File: config.mk
export PLATFORM = sky130hd
export DESIGN_NAME = cmp_shadow_pair
export DESIGN_NICKNAME = d
export VERILOG_FILES = /design/src/rtl/cmp_shadow_pkg.sv /design/src/rtl/cmp_event_detect.sv /design/src/rtl/cmp_ctrl_reg.sv /design/src/rtl/cmp_channel.sv /design/src/rtl/cmp_shadow_pair.sv
export SDC_FILE = /design/constraint.sdc
export NUM_CORES = 1
export LEC_CHECK = 0
export BUFFER_PORTS_ARGS = -buffer_cell sky130_fd_sc_hd__buf_2
export CORE_ASPECT_RATIO = 1.4
export CORE_UTILIZATION = 50
export CTS_CLUSTER_DIAMETER = 40
export DETAILED_ROUTE_END_ITERATION = 6
export MAX_ROUTING_LAYER = met4
export PLACE_DENSITY_LB_ADDON = 0.05
export SLEW_MARGIN = 5
export SYNTH_ARGS = -nofsm -noshare
export SYNTH_HDL_FRONTEND = slang
export SYNTH_SLANG_ARGS = --single-unit
export TNS_END_PERCENT = 10
File: constraint.sdc
create_clock -name clk -period 2.9 [get_ports clk]
set_input_delay 0.29 -clock clk [delete_from_list [all_inputs] [get_ports clk]]
set_output_delay 0.29 -clock clk [all_outputs]
set_load 0.05 [all_outputs]
File: src/rtl/cmp_shadow_pkg.sv
// Package: shared types and constants for the shadowed compare pair.
// Assumes two channels and a 16-bit control word whose field positions
// follow the per-channel stride defined below.
package cmp_shadow_pkg;

    localparam int NUM_CH   = 2;
    localparam int CTRL_W   = 16;
    localparam int ADDR_W   = 2;

    // Register addresses
    localparam logic [ADDR_W-1:0] ADDR_CTRL = 2'd0;
    localparam logic [ADDR_W-1:0] ADDR_CMPA = 2'd1;
    localparam logic [ADDR_W-1:0] ADDR_CMPB = 2'd2;

    // Control word field bases; channel i uses base + stride*i
    localparam int SEL_LSB   = 0;
    localparam int SEL_W     = 2;
    localparam int MODE_BIT  = 4;
    localparam int MODE_STEP = 2;
    localparam int FULL_BIT  = 8;

    // Event that gates the shadow-to-active transfer
    typedef enum logic [SEL_W-1:0] {
        LD_ON_ZERO   = 2'd0,
        LD_ON_PERIOD = 2'd1,
        LD_ON_EITHER = 2'd2,
        LD_FROZEN    = 2'd3
    } load_sel_e;

endpackage

File: src/rtl/cmp_event_detect.sv
// Module: qualifies time-base events with the tick.
// Assumes the count and period are stable in any cycle where the tick is high.
module cmp_event_detect #(
    parameter int CNT_W = 16
) (
    input  logic             tick_i,
    input  logic [CNT_W-1:0] count_i,
    input  logic [CNT_W-1:0] period_i,
    output logic             at_zero_o,
    output logic             at_period_o
);

    // Event match, valid only on tick cycles
    always_comb begin
        at_zero_o   = tick_i && (count_i == '0);
        at_period_o = tick_i && (count_i == period_i);
    end

endmodule

File: src/rtl/cmp_ctrl_reg.sv
// Module: holds the writable fields of the control word, per channel.
// Assumes that writes are qualified by the address decode in the parent.
// Read-only flags are merged in by the parent.
module cmp_ctrl_reg
    import cmp_shadow_pkg::*;
#(
    parameter int N = NUM_CH
) (
    input  logic              clk,
    input  logic              rst_n,
    input  logic              wr_i,
    input  logic [CTRL_W-1:0] wdata_i,
    output load_sel_e         sel_o  [N],
    output logic [N-1:0]      imm_o
);

    load_sel_e    sel_q [N];
    logic [N-1:0] imm_q;

    for (genvar i = 0; i < N; i++) begin : g_fld
        localparam int SL = SEL_LSB + SEL_W * i;
        localparam int MB = MODE_BIT + MODE_STEP * i;

        // Field registers: load on control write, clear on reset
        always_ff @(posedge clk) begin
            if (!rst_n) begin
                sel_q[i] <= LD_ON_ZERO;
                imm_q[i] <= 1'b0;
            end else if (wr_i) begin
                sel_q[i] <= load_sel_e'(wdata_i[SL +: SEL_W]);
                imm_q[i] <= wdata_i[MB];
            end
        end

        assign sel_o[i] = sel_q[i];
    end

    assign imm_o = imm_q;

endmodule

File: src/rtl/cmp_channel.sv
// Module: one compare channel with shadow and active registers.
// Assumes the event inputs are already qualified by the tick.
// A transfer uses the mode and select values held at the clock edge.
module cmp_channel
    import cmp_shadow_pkg::*;
#(
    parameter int DATA_W = 16
) (
    input  logic              clk,
    input  logic              rst_n,
    input  logic              wr_i,
    input  logic [DATA_W-1:0] wdata_i,
    input  logic              imm_i,
    input  load_sel_e         sel_i,
    input  logic              at_zero_i,
    input  logic              at_period_i,
    output logic [DATA_W-1:0] active_o,
    output logic [DATA_W-1:0] rd_o,
    output logic              full_o
);

    logic [DATA_W-1:0] shadow_q;
    logic [DATA_W-1:0] active_q;
    logic              full_q;
    logic              ev_match;
    logic              load_stb;
    logic              wr_shadow;
    logic              wr_active;

    // Select the event that this channel listens to
    always_comb begin
        unique case (sel_i)
            LD_ON_ZERO:   ev_match = at_zero_i;
            LD_ON_PERIOD: ev_match = at_period_i;
            LD_ON_EITHER: ev_match = at_zero_i || at_period_i;
            default:      ev_match = 1'b0;
        endcase
    end

    // Strobe and write steering
    always_comb begin
        load_stb  = !imm_i && ev_match;
        wr_shadow = wr_i && !imm_i;
        wr_active = wr_i && imm_i;
    end

    // Shadow register: buffered-mode writes only
    always_ff @(posedge clk) begin
        if (!rst_n)         shadow_q <= '0;
        else if (wr_shadow) shadow_q <= wdata_i;
    end

    // Active register: direct writes or transfer of the old shadow
    always_ff @(posedge clk) begin
        if (!rst_n)         active_q <= '0;
        else if (wr_active) active_q <= wdata_i;
        else if (load_stb)  active_q <= shadow_q;
    end

    // Sticky full flag: a write wins over a same-cycle transfer
    always_ff @(posedge clk) begin
        if (!rst_n)         full_q <= 1'b0;
        else if (wr_shadow) full_q <= 1'b1;
        else if (load_stb)  full_q <= 1'b0;
    end

    assign active_o = active_q;
    assign rd_o     = imm_i ? active_q : shadow_q;
    assign full_o   = full_q;

    AST_IMM_HOLDS: assert property (@(posedge clk) disable iff (!rst_n)
        (imm_i && !wr_i) |=> $stable(active_q));
    AST_FROZEN_HOLDS: assert property (@(posedge clk) disable iff (!rst_n)
        (!imm_i && sel_i == LD_FROZEN) |=> $stable(active_q));
    AST_FULL_SETS: assert property (@(posedge clk) disable iff (!rst_n)
        (wr_i && !imm_i) |=> full_q);
    AST_FULL_CLEARS: assert property (@(posedge clk) disable iff (!rst_n)
        (load_stb && !wr_i) |=> !full_q);
    AST_LOAD_OLD_SHADOW: assert property (@(posedge clk) disable iff (!rst_n)
        load_stb |=> (active_q == $past(shadow_q)));
    AST_NO_TICK_NO_LOAD: assert property (@(posedge clk) disable iff (!rst_n)
        (!imm_i && !at_zero_i && !at_period_i) |=> $stable(active_q));

endmodule

File: src/rtl/cmp_shadow_pair.sv
// Module: top of the shadowed compare pair; register decode and read mux.
// Assumes single-cycle register writes and combinational reads.
// Channel 0 is A and channel 1 is B.
module cmp_shadow_pair
    import cmp_shadow_pkg::*;
#(
    parameter int DATA_W = 16
) (
    input  logic              clk,
    input  logic              rst_n,
    input  logic              bus_wr,
    input  logic [1:0]        bus_addr,
    input  logic [15:0]       bus_wdata,
    output logic [15:0]       bus_rdata,
    input  logic              tb_tick,
    input  logic [DATA_W-1:0] tb_count,
    input  logic [DATA_W-1:0] tb_period,
    output logic [DATA_W-1:0] cmp_a_o,
    output logic [DATA_W-1:0] cmp_b_o,
    output logic [1:0]        shadow_full_o
);

    localparam int N = NUM_CH;

    load_sel_e         sel    [N];
    logic [N-1:0]      imm;
    logic [N-1:0]      ch_wr;
    logic [N-1:0]      full;
    logic [DATA_W-1:0] active [N];
    logic [DATA_W-1:0] rd_val [N];
    logic              at_zero;
    logic              at_period;
    logic [CTRL_W-1:0] ctrl_rd;

    cmp_event_detect #(.CNT_W(DATA_W)) u_evt (
        .tick_i      (tb_tick),
        .count_i     (tb_count),
        .period_i    (tb_period),
        .at_zero_o   (at_zero),
        .at_period_o (at_period)
    );

    cmp_ctrl_reg #(.N(N)) u_ctrl (
        .clk     (clk),
        .rst_n   (rst_n),
        .wr_i    (bus_wr && bus_addr == ADDR_CTRL),
        .wdata_i (bus_wdata),
        .sel_o   (sel),
        .imm_o   (imm)
    );

    for (genvar i = 0; i < N; i++) begin : g_ch
        // Address decode for this channel's compare register
        assign ch_wr[i] = bus_wr && (bus_addr == ADDR_CMPA + ADDR_W'(i));

        cmp_channel #(.DATA_W(DATA_W)) u_ch (
            .clk         (clk),
            .rst_n       (rst_n),
            .wr_i        (ch_wr[i]),
            .wdata_i     (bus_wdata[DATA_W-1:0]),
            .imm_i       (imm[i]),
            .sel_i       (sel[i]),
            .at_zero_i   (at_zero),
            .at_period_i (at_period),
            .active_o    (active[i]),
            .rd_o        (rd_val[i]),
            .full_o      (full[i])
        );
    end

    // Assemble the control word with reserved bits held at zero
    always_comb begin
        ctrl_rd = '0;
        for (int i = 0; i < N; i++) begin
            ctrl_rd[SEL_LSB + SEL_W*i +: SEL_W] = sel[i];
            ctrl_rd[MODE_BIT + MODE_STEP*i]    = imm[i];
            ctrl_rd[FULL_BIT + i]              = full[i];
        end
    end

    // Read mux over the register addresses
    always_comb begin
        unique case (bus_addr)
            ADDR_CTRL: bus_rdata = ctrl_rd;
            ADDR_CMPA: bus_rdata = 16'(rd_val[0]);
            ADDR_CMPB: bus_rdata = 16'(rd_val[1]);
            default:   bus_rdata = '0;
        endcase
    end

    assign cmp_a_o       = active[0];
    assign cmp_b_o       = active[1];
    assign shadow_full_o = full;

    AST_RESERVED_ZERO: assert property (@(posedge clk) disable iff (!rst_n)
        (bus_addr == ADDR_CTRL) |-> (bus_rdata & 16'hFCA0) == 16'h0000);
    AST_RESET_CLEAR: assert property (@(posedge clk)
        !rst_n |=> (cmp_a_o == '0 && cmp_b_o == '0 && shadow_full_o == 2'b00));

endmodule

# Yosys cells after proc, flatten, opt, wreduce, memory -nomap -nowiden
# Memory sizes are Yosys's and may differ from the RTL's.
# Cells that the tools add are included.
totals:
  output_inout_bits: 50
  mem_count: 1
  inputBits: 54
  reg_bits: 68
  ram_bits: 4
  word_cells: 59
op_classes:
  n_eq_ne: 7
  muxes: 19
  bitwise_logic: 2
  n_reduce_logical: 22
mem_list:
  columns: ["name", "words", "width", "read_ports", "rd_ports_with_merged_regs", "wr", "line_no", "rtl"]
  rows:
  - ["u_ctrl.sel_q", 2, 2, 2, 0, 2, "cmp_ctrl_reg.sv:17", "load_sel_e sel_q [N];"]
ops:
  columns: ["operator", "n"]
  rows:
  - ["two-way mux 16 bit", 6]
  - ["case mux 16 bit (3 select lines)", 1]
  - ["== test 16 bit", 1]
  - ["zero test 16 bit", 1]
  - ["logical AND 1 bit", 11]
  - ["two-way mux 1 bit", 8]
  - ["nonzero test 2 bit", 4]
  - ["== test 2 x 1 -> 1 bit, second input constant", 3]
  - ["== test 2 bit, second input constant", 3]
  - ["zero test 2 bit", 3]
  - ["case mux 1 bit (3 select lines)", 2]
  - ["two-way mux 2 bit", 2]
  - ["zero test 1 bit", 2]
  - ["bitwise OR 1 bit", 2]
  - ["logical OR 1 bit", 1]

# Longest topological paths before layout
depth:
  word_depth: 7
  depth_mapped: 9
  mapped_depth_nobuf: 6

# By module
# A second synthesis with hierarchy kept.
hier_totals:
  cells_unflattened: 387
  area_unflattened_um2: 3907.5
modules_own_cells:
  columns: ["mod", "n_inst", "cells_each", "area_each_um2"]
  rows:
  - ["cmp_channel", 2, 155, 1584.0]
  - ["cmp_shadow_pair", 1, 34, 291.5]
  - ["cmp_ctrl_reg", 1, 15, 229.0]
  - ["cmp_event_detect", 1, 28, 219.0]

# Worst setup path before layout
# Ideal clock, no wire load.
synth_timing:
  kind: "flip-flop to output port"
  start: "register u_ctrl.imm_q[0] (netlist: u_ctrl.imm_o[0])"
  end: "output port bus_rdata[4]"
  slack_ns: 0.180
  stages_incl_launch_ff: 5
  arrival_time_ns: 2.430
  n_path_buf: 2
  path_cell_list: "dfxtp_1 buf_1 clkbuf_1 a21oi_1 o32ai_1"
synth_between:
  elab_chain_len: 2
synth_rtl:
  columns: ["item", "line_no", "rtl"]
  rows:
  - ["start: declaration", "cmp_ctrl_reg.sv:18", "logic [N-1:0] imm_q;"]
  - ["start signal: indexed assignment", "cmp_ctrl_reg.sv:31", "imm_q[i] <= wdata_i[MB];"]
  - ["two-way mux 16 bit", "cmp_channel.sv:68", "assign rd_o = imm_i ? active_q : shadow_q;"]
  - ["case mux 16 bit (3 select lines) *", "cmp_shadow_pair.sv:83", "unique case (bus_addr)"]
  - ["end: declaration", "cmp_shadow_pair.sv:14", "output logic [15:0] bus_rdata,"]
# Every way passes the cells marked *; elsewhere a longest branch is shown, timed or not.

# Worst setup path after layout
layout_timing:
  start: "register u_ctrl.imm_q[1] (netlist: u_ctrl.imm_o[1])"
  end: "output port bus_rdata[6]"
# The elaborated chain is that of the path after synthesis.

==> summary by stage <==
GRT
The number of global-route vias before repair was 3689. Entering global routing, the biggest net connects 70 pins. The initial antenna violation count is 0.

Global routing consumed, over all layers together, 29.4% of the routing resources. After global routing the overflow that remains totals 0. The first global-routing pass estimated 18500 microns of wire.

Die
The vertical extent of the die is 108 microns. The placeable core region is 7750 sq um. The count of boundary I/O pins is 104.

The initial standard-cell utilization of the core is 51.9%. The full die area is 8410 sq um. The width of the die is 77.8 microns. Row generation in the floorplan step produced 38 rows.

STA
The final critical path takes up 88.6% of the cycle. Measured against its own limit, the worst slew margin works out to 39.7%. The post-layout minimum cycle time is 2570 ps. For the pin with the worst max-slew slack, the measured transition is ~900 ps. The smallest setup slack after layout is 330 ps. Setup repair after global routing left no endpoint under its margin. Between clock sinks in the finished design, the worst skew comes to 11.9 ps. The count of final max-slew check failures is 0. The number of endpoints with negative hold slack in the final report was 0.

The worst hold slack across all endpoints is 200 ps. The final-report setup violation count is 0. Setup total negative slack on the finished layout was measured at 0 ps. The maximum frequency from static timing analysis is 0.389 GHz.

Yosys
The simple-gate area share of the yosys netlist is between 20% and 30%. The share of flip-flops with an asynchronous set or reset is 0%. The synthesized area per cell is 7.63 sq um. Yosys mapped the design onto 46 distinct sky130hd cell types. The synthesized netlist devotes 3.27% of its cell area to XOR and XNOR gates. The net count of the mapped netlist is 581. Synthesis produced 527 cells. Sequential elements use 36.8% of the synthesized area. The number of enable flip-flop cells after synthesis is 4. Of the total synthesized cell area, the portion taken by full adders, half adders and majority gates is 0%. Yosys printed 0 warnings. In the synthesized netlist, mux cells make up 7.47% of the area. After synthesis, the largest family of logic cells by area is simple AND/OR/NAND/NOR gates.

Summing every instance area after synthesis gives around 4000 sq um. The compound-cell area share of the yosys netlist is between 20% and 30%. Counting flops and latches in the post-synthesis netlist gives 72. The top flip-flop cell by instance count after synthesis is dfxtp_1.

Detailed routing
Dividing the detail-routed wire length by the instance count gives 16.2 microns. The detailed route wirelength on metal2 is 5640 microns. In this run the remaining antenna-violating nets after routing total 0. The final wirelength is around 12000 microns. After detailed routing, the met3 layer carries between 500 and 600 microns of wire. The number of vias after detailed routing is 4083. After detailed routing, the number of remaining DRC violations is 0.

The violation count after the first detailed-routing iteration is 225. The wire length on met1 is between 5000 and 6000 microns. Routed signal wires occupy layers up through met4. The via density per instance is roughly 5.7. The number of detailed-routing iterations run before antenna repair is 5.

Layout
The net count of the finished layout is about 670. The final standard cell utilization of the core is 61.9%. The post-route netlist has 21.8% of its cells at a drive strength greater than 1.

0 antenna diodes ended up in the layout. The area growth from synthesis to layout is 19.4%. The library cell used most frequently in the layout, excluding fill and tap cells, is nand2_1. In the layout the commonest cells are 158 x nand2_1, 103 x buf_2, 67 x dfxtp_1.

Clocking
The clock net sink count is 72. Once the clock tree was built, the setup fixing pass inserted 0 buffers. Clock latency on the worst-skew pair, taken at its later pin, is ~360 ps. Buffers inserted to repair hold after CTS numbered 0.

The TritonCTS clock tree is done. Post-CTS repair changed the size of 0 cells. The number of buffers on the longest clock path is 2. The clock tree root buffer cell is clkbuf_8. The H-tree generated during clock tree synthesis spans 3 levels. The TritonCTS buffer count is 9. The clock-pin slew on the worst setup and hold paths is 80 ps.

Placed design
The HPWL after detailed placement is 8390 microns. The final RePlAce weighted congestion is 0.909. The pre-CTS setup slack is between 500 and 600 ps. The number of input and output port buffers inserted is about 100.

Worst setup path
STA classifies the critical path startpoint as a register. The highest net fanout along the worst path is 15. The endpoint type of the worst setup path is an output port. The required time of the critical path is 2610 ps. The critical setup path kind is register to output port. The arrival time of the worst setup path is 2280 ps.

Pwr
For this design the ratio of total power to cell area is 469 nW/um^2. The design draws 0.00225 W. In this run the static leakage power is 1.90 nW. VDD sags by at most 0.315 mV.

Run
The number of max-cap violations is 0.

Hold path
The class of the tightest hold or removal check is input pin to register.

Run status
The run finished with clean final reports.
-- sequential cells by signal, summed over array words and instances, names as in the netlist --
signal              cells
u_ctrl.imm_o            2
u_ctrl.sel_q            4
g_ch.u_ch.shadow_q     32
g_ch.u_ch.full_o        2
g_ch.u_ch.active_o     32
-- cells in the mapped netlist (2+ instances only) --
library cell	instances	area (sq um)
a211oi_1	13	97.6
a21boi_0	31	233
a21boi_1	5	37.5
a21oi_1	2	10.0
a221o_1	7	70.1
a31oi_1	11	68.8
and2_1	5	31.3
and3_1	9	56.3
buf_1	2	7.51
buf_2	3	15.0
buf_4	3	22.5
clkbuf_1	31	116
dfxtp_1	68	1360
edfxtp_1	4	120
inv_1	8	30.0
mux2i_1	30	300
nand2_1	158	593
nand2b_1	3	18.8
nand3_1	25	125
nand4_1	2	12.5
nor2_1	19	71.3
nor2b_1	2	12.5
nor3_1	15	75.1
nor3b_1	2	15.0
nor4_1	6	37.5
o21ai_0	11	55.1
o22ai_1	15	93.8
o31a_1	4	35.0
o32ai_1	2	17.5
or4_1	2	15.0
xnor2_1	11	96.3
xor2_1	4	35.0
-- power by group --
part           switching, W  internal [W]  total [W]
clock network      0.000383      0.000426   0.000808
logic              0.000247      0.000125   0.000372
registers         0.0000376       0.00103    0.00107
total              0.000667       0.00158    0.00225
-- routing by layer --
metal / GRT usage (%) / up-vias
li1: - / 2027
met1: 37.9 / 1914
met2: 46.5 / 127
met3: 5.82 / 15
met4: 8.36 / 0
met5: - / -
-- cell type report --
class / count / area, sq um
well taps: 100 / 125
inverters: 8 / 30.0
fillers: 741 / 2950
repair buffers: 116 / 613
multi-input cells: 408 / 2350
flip-flops and latches: 72 / 1480
clock inverters: 2 / 10.0
clock buffers: 13 / 190
-- cells by family after synthesis --
logic type	Yosys count
AOI/OAI and AO/OA	109
xor gates and xnor gates	15
buffers and inverters	47
DFF	72
muxes	30
and+or+nand+nor	254
-- worst max-delay path, stage by stage (launching register included) --
cell	delay, ps
dfxtp_1	770
inv_1	460
nor3b_1	290
o32ai_1	140
buf_2	260
-- through the flow --
stage	cells	area (sq um)
after detailed placement	704	4600
after global routing	719	4800
final	719	4800
after global placement	704	4600
after floorplan	527	4020
after CTS	719	4800
-- path summary, 6_finish.rpt --
path | depth (start not counted) | end | startpoint | slack, ps
min reg2reg | 2 | g_ch[1].u_ch.shadow_q[5] | g_ch[1].u_ch.shadow_q[5] | 480
max reg2reg | 4 | g_ch[1].u_ch.shadow_q[2] | u_ctrl.imm_o[1] | 660
min | 3 | g_ch[1].u_ch.shadow_q[5] | bus_wdata[5] | 200
max | 4 | bus_rdata[6] | u_ctrl.imm_o[1] | 330
Note: power is estimated with default switching activity, not from simulation.
